File: src/rtl/xbus_pkg.sv
package xbus_pkg;
    typedef enum logic [1:0] {
        ST_IDLE,
        ST_ADDR,
        ST_STROBE,
        ST_END
    } xb_state_e;

    localparam int CTL_ALE = 0;
    localparam int CTL_RD  = 1;
    localparam int CTL_WR  = 2;
    localparam int CTL_N   = 3;
endpackage

File: src/rtl/xbus_fsm.sv
module xbus_fsm
    import xbus_pkg::*;
#(
    parameter int AW = 16,
    parameter int DW = 8,
    parameter int WSW = 2,
    parameter logic [AW-1:0] INT_TOP = 16'h10FF
) (
    input  logic          clk,
    input  logic          rst_n,
    input  logic          en,
    input  logic [WSW-1:0] ws_cfg,
    input  logic          req,
    input  logic          we,
    input  logic [AW-1:0] addr,
    input  logic [DW-1:0] wdata,
    input  logic [DW-1:0] ad_in,
    output logic          ready,
    output logic [DW-1:0] rdata,
    output logic          bus_ale,
    output logic          bus_rd_n,
    output logic          bus_wr_n,
    output logic [DW-1:0] bus_ad_out,
    output logic          bus_ad_oe,
    output logic [AW-DW-1:0] bus_hi
);
    localparam int LENW = WSW + 1;

    xb_state_e state, state_nx;
    logic [WSW-1:0] ws_cnt, ws_q;
    logic [AW-1:0]  addr_q;
    logic [DW-1:0]  wdata_q, rdata_q;
    logic           we_q, ext_q;
    logic           ext_now, accept;

    assign ext_now = (addr > INT_TOP);
    assign accept  = (state == ST_IDLE) && req && en;

    // next state
    always_comb begin
        state_nx = state;
        unique case (state)
            ST_IDLE:   if (accept) state_nx = ST_ADDR;
            ST_ADDR:   state_nx = ST_STROBE;
            ST_STROBE: begin
                if (!ext_q)            state_nx = ST_IDLE;
                else if (ws_cnt == '0) state_nx = ST_END;
                else                   state_nx = ST_STROBE;
            end
            ST_END:    state_nx = ST_IDLE;
        endcase
    end

    // state register and cycle context
    always_ff @(posedge clk or negedge rst_n) begin
        if (!rst_n) begin
            state   <= ST_IDLE;
            ws_cnt  <= '0;
            ws_q    <= '0;
            addr_q  <= '0;
            wdata_q <= '0;
            rdata_q <= '0;
            we_q    <= 1'b0;
            ext_q   <= 1'b0;
        end else begin
            state <= state_nx;
            if (accept) begin
                addr_q  <= addr;
                we_q    <= we;
                wdata_q <= wdata;
                ext_q   <= ext_now;
                ws_cnt  <= ws_cfg;
                ws_q    <= ws_cfg;
            end
            if (state == ST_STROBE && ext_q) begin
                if (ws_cnt != '0) ws_cnt <= ws_cnt - 1'b1;
                else if (!we_q)   rdata_q <= ad_in;
            end
        end
    end

    // outputs
    always_comb begin
        bus_ale    = (state == ST_ADDR);
        bus_rd_n   = !((state == ST_STROBE) && ext_q && !we_q);
        bus_wr_n   = !((state == ST_STROBE) && ext_q && we_q);
        bus_ad_out = (state == ST_ADDR) ? addr_q[DW-1:0] : wdata_q;
        bus_ad_oe  = (state == ST_ADDR) ||
                     (((state == ST_STROBE) || (state == ST_END)) && we_q);
        bus_hi     = addr_q[AW-1:DW];
        ready      = ((state == ST_IDLE) && req && !(en && ext_now)) ||
                     (state == ST_END);
        rdata      = rdata_q;
    end

    // strobe-length tracking for the wait-state check
    logic [LENW-1:0] len_q;
    always_ff @(posedge clk or negedge rst_n) begin
        if (!rst_n)                     len_q <= '0;
        else if (!bus_rd_n || !bus_wr_n) len_q <= len_q + 1'b1;
        else                            len_q <= '0;
    end

    AST_ALE_SINGLE: assert property (@(posedge clk) disable iff (!rst_n)
        bus_ale |=> !bus_ale);
    AST_HI_STABLE: assert property (@(posedge clk) disable iff (!rst_n)
        ((state == ST_STROBE) || (state == ST_END)) |-> $stable(bus_hi));
    AST_RD_NO_DRIVE: assert property (@(posedge clk) disable iff (!rst_n)
        !bus_rd_n |-> !bus_ad_oe);
    AST_INT_NO_STROBE: assert property (@(posedge clk) disable iff (!rst_n)
        ((state != ST_IDLE) && !ext_q) |-> (bus_rd_n && bus_wr_n));
    AST_STROBE_LEN: assert property (@(posedge clk) disable iff (!rst_n)
        (state == ST_END) |-> (len_q == ({1'b0, ws_q} + 1'b1)));
endmodule

File: src/rtl/xbus_pinmux.sv
module xbus_pinmux
    import xbus_pkg::*;
#(
    parameter int DW = 8,
    parameter int HW = 8
) (
    input  logic             en,
    input  logic [DW-1:0]    bus_ad_out,
    input  logic             bus_ad_oe,
    input  logic [HW-1:0]    bus_hi,
    input  logic [CTL_N-1:0] bus_ctl,
    input  logic [DW-1:0]    port_lo_out,
    input  logic [DW-1:0]    port_lo_dir,
    input  logic [HW-1:0]    port_hi_out,
    input  logic [HW-1:0]    port_hi_dir,
    input  logic [CTL_N-1:0] port_ctl_out,
    input  logic [CTL_N-1:0] port_ctl_dir,
    output logic [DW-1:0]    pad_ad_out,
    output logic [DW-1:0]    pad_ad_oe,
    output logic [HW-1:0]    pad_hi_out,
    output logic [HW-1:0]    pad_hi_oe,
    output logic [CTL_N-1:0] pad_ctl_out,
    output logic [CTL_N-1:0] pad_ctl_oe
);
    for (genvar i = 0; i < DW; i++) begin : g_lo
        assign pad_ad_out[i] = en ? bus_ad_out[i] : port_lo_out[i];
        assign pad_ad_oe[i]  = en ? bus_ad_oe     : port_lo_dir[i];
    end
    for (genvar i = 0; i < HW; i++) begin : g_hi
        assign pad_hi_out[i] = en ? bus_hi[i] : port_hi_out[i];
        assign pad_hi_oe[i]  = en ? 1'b1      : port_hi_dir[i];
    end
    for (genvar i = 0; i < CTL_N; i++) begin : g_ctl
        assign pad_ctl_out[i] = en ? bus_ctl[i] : port_ctl_out[i];
        assign pad_ctl_oe[i]  = en ? 1'b1       : port_ctl_dir[i];
    end
endmodule

File: src/rtl/xbus_ctrl.sv
module xbus_ctrl
    import xbus_pkg::*;
#(
    parameter int AW = 16,
    parameter int DW = 8,
    parameter int WSW = 2,
    parameter logic [AW-1:0] INT_TOP = 16'h10FF
) (
    input  logic               clk,
    input  logic               rst_n,
    input  logic               en,
    input  logic [WSW-1:0]     ws_cfg,
    input  logic               req,
    input  logic               we,
    input  logic [AW-1:0]      addr,
    input  logic [DW-1:0]      wdata,
    output logic               ready,
    output logic [DW-1:0]      rdata,
    input  logic [DW-1:0]      port_lo_out,
    input  logic [DW-1:0]      port_lo_dir,
    input  logic [AW-DW-1:0]   port_hi_out,
    input  logic [AW-DW-1:0]   port_hi_dir,
    input  logic [CTL_N-1:0]   port_ctl_out,
    input  logic [CTL_N-1:0]   port_ctl_dir,
    input  logic [DW-1:0]      pad_ad_in,
    output logic [DW-1:0]      pad_ad_out,
    output logic [DW-1:0]      pad_ad_oe,
    output logic [AW-DW-1:0]   pad_hi_out,
    output logic [AW-DW-1:0]   pad_hi_oe,
    output logic [CTL_N-1:0]   pad_ctl_out,
    output logic [CTL_N-1:0]   pad_ctl_oe
);
    localparam int HW = AW - DW;

    logic          bus_ale, bus_rd_n, bus_wr_n, bus_ad_oe;
    logic [DW-1:0] bus_ad_out;
    logic [HW-1:0] bus_hi;
    logic [CTL_N-1:0] bus_ctl;

    always_comb begin
        bus_ctl          = '1;
        bus_ctl[CTL_ALE] = bus_ale;
        bus_ctl[CTL_RD]  = bus_rd_n;
        bus_ctl[CTL_WR]  = bus_wr_n;
    end

    xbus_fsm #(.AW(AW), .DW(DW), .WSW(WSW), .INT_TOP(INT_TOP)) u_fsm (
        .clk(clk), .rst_n(rst_n), .en(en), .ws_cfg(ws_cfg),
        .req(req), .we(we), .addr(addr), .wdata(wdata), .ad_in(pad_ad_in),
        .ready(ready), .rdata(rdata),
        .bus_ale(bus_ale), .bus_rd_n(bus_rd_n), .bus_wr_n(bus_wr_n),
        .bus_ad_out(bus_ad_out), .bus_ad_oe(bus_ad_oe), .bus_hi(bus_hi)
    );

    xbus_pinmux #(.DW(DW), .HW(HW)) u_pinmux (
        .en(en), .bus_ad_out(bus_ad_out), .bus_ad_oe(bus_ad_oe),
        .bus_hi(bus_hi), .bus_ctl(bus_ctl),
        .port_lo_out(port_lo_out), .port_lo_dir(port_lo_dir),
        .port_hi_out(port_hi_out), .port_hi_dir(port_hi_dir),
        .port_ctl_out(port_ctl_out), .port_ctl_dir(port_ctl_dir),
        .pad_ad_out(pad_ad_out), .pad_ad_oe(pad_ad_oe),
        .pad_hi_out(pad_hi_out), .pad_hi_oe(pad_hi_oe),
        .pad_ctl_out(pad_ctl_out), .pad_ctl_oe(pad_ctl_oe)
    );

    AST_EN_OWNS_PINS: assert property (@(posedge clk) disable iff (!rst_n)
        en |-> ((&pad_hi_oe) && (&pad_ctl_oe)));
    AST_DIS_FOLLOWS_PORT: assert property (@(posedge clk) disable iff (!rst_n)
        !en |-> ((pad_ctl_oe == port_ctl_dir) && (pad_ctl_out == port_ctl_out)));
endmodule

File: config.mk
export PLATFORM = sky130hd
export DESIGN_NAME = xbus_ctrl
export DESIGN_NICKNAME = d
export VERILOG_FILES = /design/src/rtl/xbus_pkg.sv /design/src/rtl/xbus_fsm.sv /design/src/rtl/xbus_pinmux.sv /design/src/rtl/xbus_ctrl.sv
export SDC_FILE = /design/constraint.sdc
export NUM_CORES = 1
export LEC_CHECK = 0
export BUFFER_PORTS_ARGS = -buffer_cell sky130_fd_sc_hd__buf_4
export CAP_MARGIN = 20
export CELL_PAD_IN_SITES_DETAIL_PLACEMENT = 0
export CELL_PAD_IN_SITES_GLOBAL_PLACEMENT = 1
export CORE_MARGIN = 4
export CORE_UTILIZATION = 33
export CTS_CLUSTER_DIAMETER = 200
export DETAILED_ROUTE_END_ITERATION = 12
export GPL_TIMING_DRIVEN = 0
export HOLD_SLACK_MARGIN = 0.1
export PLACE_DENSITY_LB_ADDON = 0.1
export SYNTH_ARGS = -nofsm -noshare
export SYNTH_HDL_FRONTEND = slang
export SYNTH_SLANG_ARGS = --single-unit
File: constraint.sdc
create_clock -name clk -period 3.8 [get_ports clk]
set_input_delay 0 -clock clk [delete_from_list [all_inputs] [get_ports clk]]
set_output_delay 0 -clock clk [all_outputs]
set_load 0.01 [all_outputs]
# Word-level counts from Yosys, hierarchy flattened
# Cells that the tools add are included.
# classes
n_lt_le_gt_ge	1
eq_ne	4
reduce_logical	19
bitwise_logic	2
muxes	46
n_addsub	1
# ops
op	count
$mux W1	39
$gt A16 B13 Y1 const B	1
$mux W2	5
$logic_and A1 B1 Y1	8
$mux W8	1
$pmux W2 S4	1
$eq A2 B2 Y1 const B	2
$logic_not A1 Y1	4
$logic_not A2 Y1	2
$logic_or A1 B1 Y1	3
$reduce_and A3 Y1	1
$eq A2 B1 Y1 const B	1
$ne A2 B1 Y1 const B	1
$not A1 Y1	2
$reduce_bool A2 Y1	1
$sub A2 B1 Y2 const B	1
# word_totals
inputBits	77
word_cells	80
out_inout_bits	47
reg_bits	38

# Depth between registers and ports, before layout
# Gate-level depths: netlist (run 1).
# depth
word_depth	6
ltp_mapped	5
ltp_nobuf	3

# Hierarchy
# From an unflattened synthesis (run 1), not the netlist that was laid out.
# unflattened
hier_cells	157
area_unflattened_um2	2150.8
# by_module_without_submodules
mod	n_inst	area_per_inst_um2	cells_each	seq_area_each_um2
xbus_fsm	1	1705.4	115	950.9
xbus_pinmux	1	445.4	42	0.0

# Worst setup path before layout (run 1)
# No wires, ideal clock.
# synth_path
kind	register -> register
startpoint	register u_fsm.state[1]
endpoint	register u_fsm.addr_q[0]
required_time_ps	3675
setup_ps	125
path_buffers	2
t_arrival_ps	1326
period_less_slack_ps	1451
path_stages_with_launch	5
slack_ps	2349
cell_sequence	dfrtp_1 and4bb_1 clkbuf_2 buf_2 mux2_2
# synth_via
elab_chain_cells	3
# synth_rtl
item	line_no	rtl
start, declared	xbus_fsm.sv:29	xb_state_e state, state_nx;
start signal, assigned	xbus_fsm.sv:66	state <= state_nx;
$logic_not A2 Y1	xbus_fsm.sv:37	assign accept = (state == ST_IDLE) && req && en;
$logic_and A1 B1 Y1 (2 in series)	xbus_fsm.sv:37	
end signal, assigned	xbus_fsm.sv:68	addr_q <= addr;
end, declared	xbus_fsm.sv:31	logic [AW-1:0] addr_q;
# Every way passes these cells.
# A chain may end at the register's enable or synchronous reset.

# Worst setup path in the final report (run 1)
# layout_path
startpoint	register u_fsm.state[1]
endpoint	output port pad_ad_out[3]
# layout_via
elab_chain_cells	3
# layout_rtl
item	line_no	rtl
$eq A2 B1 Y1	xbus_fsm.sv:87	bus_ad_out = (state == ST_ADDR) ? addr_q[DW-1:0] : wdata_q;
$mux W8	xbus_fsm.sv:87	
$mux W1	xbus_pinmux.sv:26	assign pad_ad_out[i] = en ? bus_ad_out[i] : port_lo_out[i];
end, declared	xbus_ctrl.sv:26	output logic [DW-1:0] pad_ad_out,
# Every way passes these cells.

==> metrics.md, run 1 <==
| Metric | Value |
|---|---|
| Worst rel slew slack | `66.5%` |
| DR vias/cell | `roughly 4.6` |
| Crit path cell chain | `and2b_1 -> buf_2 -> mux2i_1 -> a21oi_1 -> buf_4` |
| Crit path max-delay family | `buffers and inverters` |
| WHS | `~0.22 ns` |
| Gr usage total | `between 10% and 20%` |
| Die extent in x | `between 80 and 90 um` |
| FFs w/ async S/R, synth | `100%` |
| Yosys top cell area share | `48.3%` |
| Final setup violation count | `0` |
| Final count of hold timing violations | `0` |
| Core area | `about 0.0056 mm^2` |
| Routability cong. | `0.751` |
| Crit path DAT | `approximately 1.8 ns` |
| Placement Cell Area | `roughly 0.0030 mm^2` |
| # DRC | `0` |
| Ys Warns | `0` |
| Congestion Overflow GR | `0` |
| Crit-path slowest cell | `dfrtp_1` |
| Required @ worst endpoint | `between 3 and 4 ns` |
| Hold WC Path Type | `input port to async pin` |
| Slew Viols, Final | `0` |
| Synthesis-stage register bit count | `38` |
| Crit-path max cell delay | `roughly 0.44 ns` |
| Vias post-DR | `~1,900` |
| Synthesized netlist cell count | `between 150 and 200` |
| Max Freq | `roughly 570 MHz` |
| WL final | `5820 um` |
| Fill cells | `517` |
| Synth top area cells | `dfrtp_1 48%, mux2_2 25%, mux2i_1 4.6%` |
| Clock transition at path regs | `around 0.07 ns` |
| Die Y | `approximately 85 um` |
| First-pass GRT wire length | `9690 um` |
| Clock Tree Root | `clkbuf_8` |
| Sw Ratio | `between 30% and 40%` |
| Int Power | `around 1.2 mW` |
| TritonCTS clock tree | `yes` |
| Antenna viol nets, final | `0` |
| Avg Cell Area, Syn | `roughly 12 um^2` |
| Synth cell count leaders | `43 x mux2_2, 38 x dfrtp_1, 12 x nor2_1, 12 x or2_2, 10 x inv_1` |
| Nets | `~410` |
| WP buf/inv | `2` |
| RSZ-0062 raised after global routing | `no` |
| Worst setup SP type | `register` |
| Critical path class | `register to output pin` |
| PD cells | `roughly 520 mW/mm^2` |
| VDD IR max | `between 0.3 and 0.4 mV` |
| Top FF cell, synth | `dfrtp_1` |
| Net Sw Power | `between 500 and 600 uW` |
| CP endpoint kind | `output pin` |
| I/O pin total | `between 100 and 150` |
| Starting DRC count in detailed routing | `36` |
| Total setup buffers inserted after CTS | `0` |
| Synthesized net count | `between 200 and 250` |
| Number of synthesized flops with an enable pin | `0` |
| Die area | `slightly above 0.007 mm^2` |
| H-tree levels | `2` |
| Area delta synth->final | `74.4%` |
| Outcome | `complete, no violations` |
| Count leader, synth | `mux2_2` |
| Worst Path Max Fanout | `10` |
| Final period util | `about 46%` |
| Initial Util | `34.9%` |
| Leakage | `~1.7 nW` |
| Tightest Pin Transition | `0.503 ns` |
| Drt wl/cell | `around 14 um` |
| Combinational power share | `about 45%` |
| Post-synth cell types | `27` |
| Max-cap violation count | `0` |
| Latest clock arrival within the worst-skew pair | `roughly 0.28 ns` |
| Antenna violations before repair | `0` |
| Synth Cell Area | `0.00197 mm^2` |
| Leading area contributor after synthesis | `dfrtp_1` |
| Port bufs | `123` |
| Number of global-route vias before repair | `slightly above 2,000` |
| Largest net degree at the start of global routing | `39` |
| Hpwl dp | `about 4300 um` |
| Setup_tns | `0 ns` |
| Num CTS Buffers | `5` |
| Finished layout cell area | `~0.0034 mm^2` |
| CTS Sinks | `38` |
| Fin crit period | `1.75 ns` |
| N_diodes | `0` |
| Sequential share of the synthesized area | `approximately half` |
| Row count | `27` |
| Clock group share of total power | `15.7%` |
| Clock Skews | `between 0.002 and 0.003 ns` |
| Clk buf depth | `2` |
| Drt pass-1 iters | `2` |
| Reg power frac | `about two fifths` |
| Layout cell share with drive strength beyond 1 | `~57%` |
power by group through the flow:
stage,Combinational [mW],Sequential (mW),Clock [mW]
after floorplan,0.433,0.715,0
after detailed placement,0.786,0.726,0
after global routing,0.887,0.746,0.313
after CTS,0.818,0.717,0.296
final,0.803,0.715,0.282
after global placement,0.773,0.719,0
cell families after synthesis:
kind of cell           after synthesis  synth area share (%)
AOI/OAI and AO/OA                   27                  8.32
buffers and inverters               21                  4.45
DFF                                 38                  48.3
muxes                               52                  29.2
and+or+nand+nor                     33                  9.78
placed cells by master (no fill, tap or decap), types with 2 or more instances in the layout:
cell,count
a21oi_1,9
a22o_1,2
buf_2,5
buf_4,123
clkbuf_1,5
clkbuf_2,2
clkbuf_8,6
dfrtp_1,38
dlygate4sd3_1,36
inv_1,10
mux2_2,43
mux2i_1,9
nor2_1,12
o21ai_0,9
o41ai_1,2
or2_2,12
state kept, by name, summed over array words and instances (netlist names):
register       flops
u_fsm.state        2
u_fsm.ws_cnt       2
u_fsm.wdata_q      8
u_fsm.addr_q      16
u_fsm.ext_q        1
u_fsm.we_q         1
u_fsm.rdata        8
stage by stage:
step                      instances  setup slack, ns  util (%)  power (mW)
after floorplan                 171             2.35         -        1.15
after global placement          366             2.17      52.9        1.49
after detailed placement        366             2.15      52.9        1.51
after CTS                       410             2.02      60.9        1.83
after global routing            410             1.89      60.9        1.95
final                           410             2.05      60.9        1.80
metal layers:
metal	wire, um	share of wire [%]	track usage, %
met5	0	0	0
met4	74	1.3	4.32
met3	505	8.7	4.56
met2	2930	50	29.4
met1	2310	40	19.3
cell type report:
type | instances | area [um^2] | area share (%)
clock inverter | 1 | 5.00 | 0.146
multi-input combinational | 112 | 931 | 27.1
buffer | 11 | 50.0 | 1.46
sequential | 38 | 951 | 27.7
tap | 72 | 90.1 | 2.62
timing repair buffer | 159 | 1280 | 37.4
clock buffer | 7 | 86.3 | 2.51
inverter | 10 | 37.5 | 1.09
repair_timing:
action	in CTS	in global routing
hold buffers	36	0
endpoints found under the hold margin	74	0
resized for setup	0	0
worst paths after layout:
kind | start | end | slack [ns] | depth (start not counted)
max | u_fsm.state[1]$_DFFE_PN0P_ | pad_ad_out[3] | 2.05 | 5
min | rst_n | u_fsm.rdata[4]$_DFFE_PN0P_ | 0.22 | 2
max reg2reg | u_fsm.state[1]$_DFFE_PN0P_ | u_fsm.addr_q[11]$_DFFE_PN0N_ | 2.14 | 4
min reg2reg | u_fsm.wdata_q[1]$_DFFE_PN0N_ | u_fsm.wdata_q[1]$_DFFE_PN0N_ | 0.51 | 1
max in group asynchronous | rst_n | u_fsm.addr_q[5]$_DFFE_PN0N_ | 3.25 | 2
min in group clk | port_hi_dir[5] | pad_hi_oe[5] | 0.26 | 3
Note: power is estimated with default switching activity, not from simulation.
==> run 2: changes to the inputs <==
--- a/config.mk
+++ b/config.mk
@@ -5,12 +5,13 @@
 export SDC_FILE = /design/constraint.sdc
 export NUM_CORES = 1
 export LEC_CHECK = 0
+export ABC_AREA = 1
 export BUFFER_PORTS_ARGS = -buffer_cell sky130_fd_sc_hd__buf_4
 export CAP_MARGIN = 20
 export CELL_PAD_IN_SITES_DETAIL_PLACEMENT = 0
 export CELL_PAD_IN_SITES_GLOBAL_PLACEMENT = 1
 export CORE_MARGIN = 4
-export CORE_UTILIZATION = 33
+export CORE_UTILIZATION = 26
 export CTS_CLUSTER_DIAMETER = 200
 export DETAILED_ROUTE_END_ITERATION = 12
 export GPL_TIMING_DRIVEN = 0
==> constraint.sdc (replaced) <==
create_clock -name clk -period 1.5 [get_ports clk]
set_input_delay 0 -clock clk [delete_from_list [all_inputs] [get_ports clk]]
set_output_delay 0 -clock clk [all_outputs]
set_load 0.01 [all_outputs]
==> run 2 against run 1 <==
Die area up 27%. Wire length up 20%. Non-clock buffer count up 4. Combinational power rose to 2.8 times the previous value. Clock power up 150%. Total power rose to 2.6 times the previous value. Clock skew up 0.0040 ns. Setup slack worse by 2.0 ns. Global-route usage down 1.5 points. Critical endpoint is now pad_ctl_out[2].
==> metrics.md, run 2 <==
| Metric | Value |
|---|---|
| Post-synth cell types | `22 (-19%)` |
| Clock Tree Root | `clkbuf_8` |
| Hold Path Depth | `5` |
| Starting DRC count in detailed routing | `72 (+100%)` |
| Required @ worst endpoint | `1.50 ns (-2.30 ns)` |
| Initial Util | `27.3% (-7.6 points)` |
| Congestion Overflow GR | `0 (unchanged)` |
| Leakage | `1.96 nW (+17%)` |
| Worst rel slew slack | `63.8% (-2.7 points)` |
| DR vias/cell | `4.31 (-6.3%)` |
| Critical path class | `register to output pin` |
| Number of synthesized flops with an enable pin | `0 (unchanged)` |
| VDD IR max | `0.462 mV (+46%)` |
| Fin crit period | `1.42 ns` |
| Hold WC Path Type | `input port to register` |
| Clock Skews | `0.00675 ns (+0.00397 ns)` |
| Synth Cell Area | `0.00202 mm^2 (+2.8%)` |
| Setup slack, reg-to-reg | `0.15 ns (-1.99 ns)` |
| Die area | `0.00926 mm^2 (+27%)` |
| Clk buf depth | `2 (unchanged)` |
| Largest Register | `u_fsm.addr_q` |
| N_diodes | `0 (unchanged)` |
| Synthesized net count | `361 (+46%)` |
| Port bufs | `123 (unchanged)` |
| Clock transition at path regs | `0.07 ns (about the same)` |
| Crit path DAT | `1.42 ns (-0.33 ns)` |
| Num CTS Buffers | `5 (unchanged)` |
| R2R cell count | `7 (+3)` |
| Final setup violation count | `0 (unchanged)` |
| TritonCTS clock tree | `yes` |
| Top FF cell, synth | `dfrtp_1` |
| Post-placement cell count | `506 (+38%)` |
| Antenna viol nets, final | `0 (unchanged)` |
| Hpwl dp | `5020 um (+16%)` |
| Ys Warns | `0 (unchanged)` |
| Hold Path Origin | `req` |
| Most frequent cells in the layout | `162 x nand2_1, 125 x buf_4, 37 x dfrtp_1` |
| Row count | `31 (+15%)` |
| Final core occ | `47.9% (-13 points)` |
| Antenna violations before repair | `0 (unchanged)` |
| Synthesized netlist cell count | `284 (+66%)` |
| # DRC | `0 (unchanged)` |
| Worst hold endpoint | `u_fsm.we_q$_DFFE_PN0N_` |
| Synth cell count leaders | `163 x nand2_1, 38 x dfrtp_1, 14 x nor2_1` |
| Worst Path Max Fanout | `10 (unchanged)` |
| Gr usage total | `15.0% (-1.5 points)` |
| Vias post-DR | `2,374 (+26%)` |
| Yosys top cell area share | `47.0% (-1.3 points)` |
| Area delta synth->final | `75.4%` |
| Final period util | `around 95%` |
| Max Freq | `705 MHz` |
| Commonest non-fill, non-tap cell in the layout | `nand2_1` |
| Nets | `530 (+28%)` |
| Max reg flops | `16 (unchanged)` |
| Drt pass-1 iters | `4 (+2)` |
| Tightest Pin Transition | `0.543 ns (+0.0405 ns)` |
| Latest clock arrival within the worst-skew pair | `0.29 ns (about the same)` |
| First-pass GRT wire length | `10,700 um (+10%)` |
| Sequential share of the synthesized area | `47.0% (-1.3 points)` |
| Fill cells | `788 (+52%)` |
| Synth top area cells | `dfrtp_1 47%, nand2_1 30%, or2_2 3.7%` |
| CTS Sinks | `38 (unchanged)` |
| I/O pin total | `124 (unchanged)` |
| Die Y | `96.2 um (+13%)` |
| WHS | `0.176 ns (-0.0403 ns)` |
| FFs w/ async S/R, synth | `100% (unchanged)` |
| Worst setup SP type | `register` |
| H-tree levels | `2 (unchanged)` |
| R2R Path End | `u_fsm.addr_q[7]$_DFFE_PN0N_` |
| Largest net degree at the start of global routing | `39 (unchanged)` |
| Core area | `0.00741 mm^2 (+31%)` |
| Setup_tns | `0 ns (unchanged)` |
| PD cells | `1330 mW/mm^2 (+150%)` |
| Final count of hold timing violations | `0 (unchanged)` |
| Routability cong. | `0.759 (+1.1%)` |
| Slew Viols, Final | `0 (unchanged)` |
| Reg2reg start | `u_fsm.state[0]$_DFFE_PN0P_` |
| Count leader, synth | `nand2_1` |
| Leading area contributor after synthesis | `dfrtp_1` |
| Number of global-route vias before repair | `2,212 (+7.3%)` |
| Max-cap violation count | `0 (unchanged)` |
| WL final | `6990 um (+20%)` |
| Die extent in x | `96.2 um (+13%)` |
| Avg Cell Area, Syn | `7.13 um^2 (-38%)` |
| Synthesis-stage register bit count | `38 (unchanged)` |
| CP endpoint kind | `output pin` |
| Outcome | `complete, no violations` |
| Drt wl/cell | `12.7 um (-11%)` |
| Final Non-Filler Cells | `551 (+34%)` |
| Layout cell share with drive strength beyond 1 | `36.3% (-21 points)` |
==> run 2: cell count changes in the layout (fill, tap and decap cells not counted), moves of 4 or more <==
cell and change:
mux2i_1 -9, inv_2 +4, mux2_2 -43, inv_1 -7
buf_6 +4, a21oi_1 -8, nand3_1 +9, o21ai_1 +8
nand2_1 +162
==> run 2: stage by stage <==
stage | power (mW) | area [um^2] | worst slack (ns)
6_report | 4.74 | 3550 | 0.0821
4_1_cts | 4.75 | 3520 | 0.0124
2_1_floorplan | 2.96 | 2020 | 0.353
3_5_place_dp | 3.93 | 3070 | 0.196
5_1_grt | 5.18 | 3550 | -0.00967
3_3_place_gp | 3.91 | 3070 | 0.168
==> run 2: worst max-delay path, cell delays in order, from the launching register on <==
cell	delay [ns]
dfrtp_1	0.41
inv_2	0.09
nand3_2	0.13
inv_4	0.12
buf_8	0.13
a31oi_1	0.08
buf_4	0.17
==> run 2: kinds of logic after synthesis <==
group	synth area share (%)
AOI/OAI and AO/OA	5.25
DFF	47.0
buffers and inverters	5.38
and+or+nand+nor	42.4
==> run 2: how the worst max path moves through the flow <==
stage | from | to
detailed placement | u_fsm.state[1]$_DFFE_PN0P_ | pad_ad_out[1]
floorplan | u_fsm.ws_cnt[0]$_DFF_PN0_ | u_fsm.rdata[0]$_DFFE_PN0P_
global route | u_fsm.state[0]$_DFFE_PN0P_ | pad_ctl_out[2]
global placement | u_fsm.state[1]$_DFFE_PN0P_ | pad_ad_out[1]
finish | u_fsm.state[0]$_DFFE_PN0P_ | pad_ctl_out[2]
CTS | u_fsm.state[0]$_DFFE_PN0P_ | pad_ad_out[4]
==> run 2: cell type report <==
cell class                      count  area (um^2)  area share, %
Sequential cell                    38          952           26.8
Tap cell                           99          124           3.49
Buffer                             12         82.6           2.33
Timing Repair Buffer              162         1310           36.9
Inverter                            8         32.5          0.916
Clock buffer                        6         82.6           2.33
Multi-Input combinational cell    226          967           27.2
==> run 2: report_power, final <==
group	switching (mW)	leakage, nW	internal, mW
Sequential	0.305	0.467	1.52
Clock	0.347	0.0431	0.355
Combinational	1.13	1.45	1.08
==> run 2: metal layers <==
layer  routed length, um  vias up  global-route usage, %
met5                   0        -                      0
met4                  65        0                   3.91
met3                 765        6                   4.93
met2                3090      106                   24.6
met1                3070     1055                   18.8
li1                    -     1207                      -
==> run 2: repair_timing <==
action,in CTS,in global routing
gates cloned,0,1
pin swaps,1,0
endpoints found under the hold margin,74,0
setup buffers,1,1
resized for setup,1,9
hold buffers,36,0
endpoints found under the setup margin,18,19
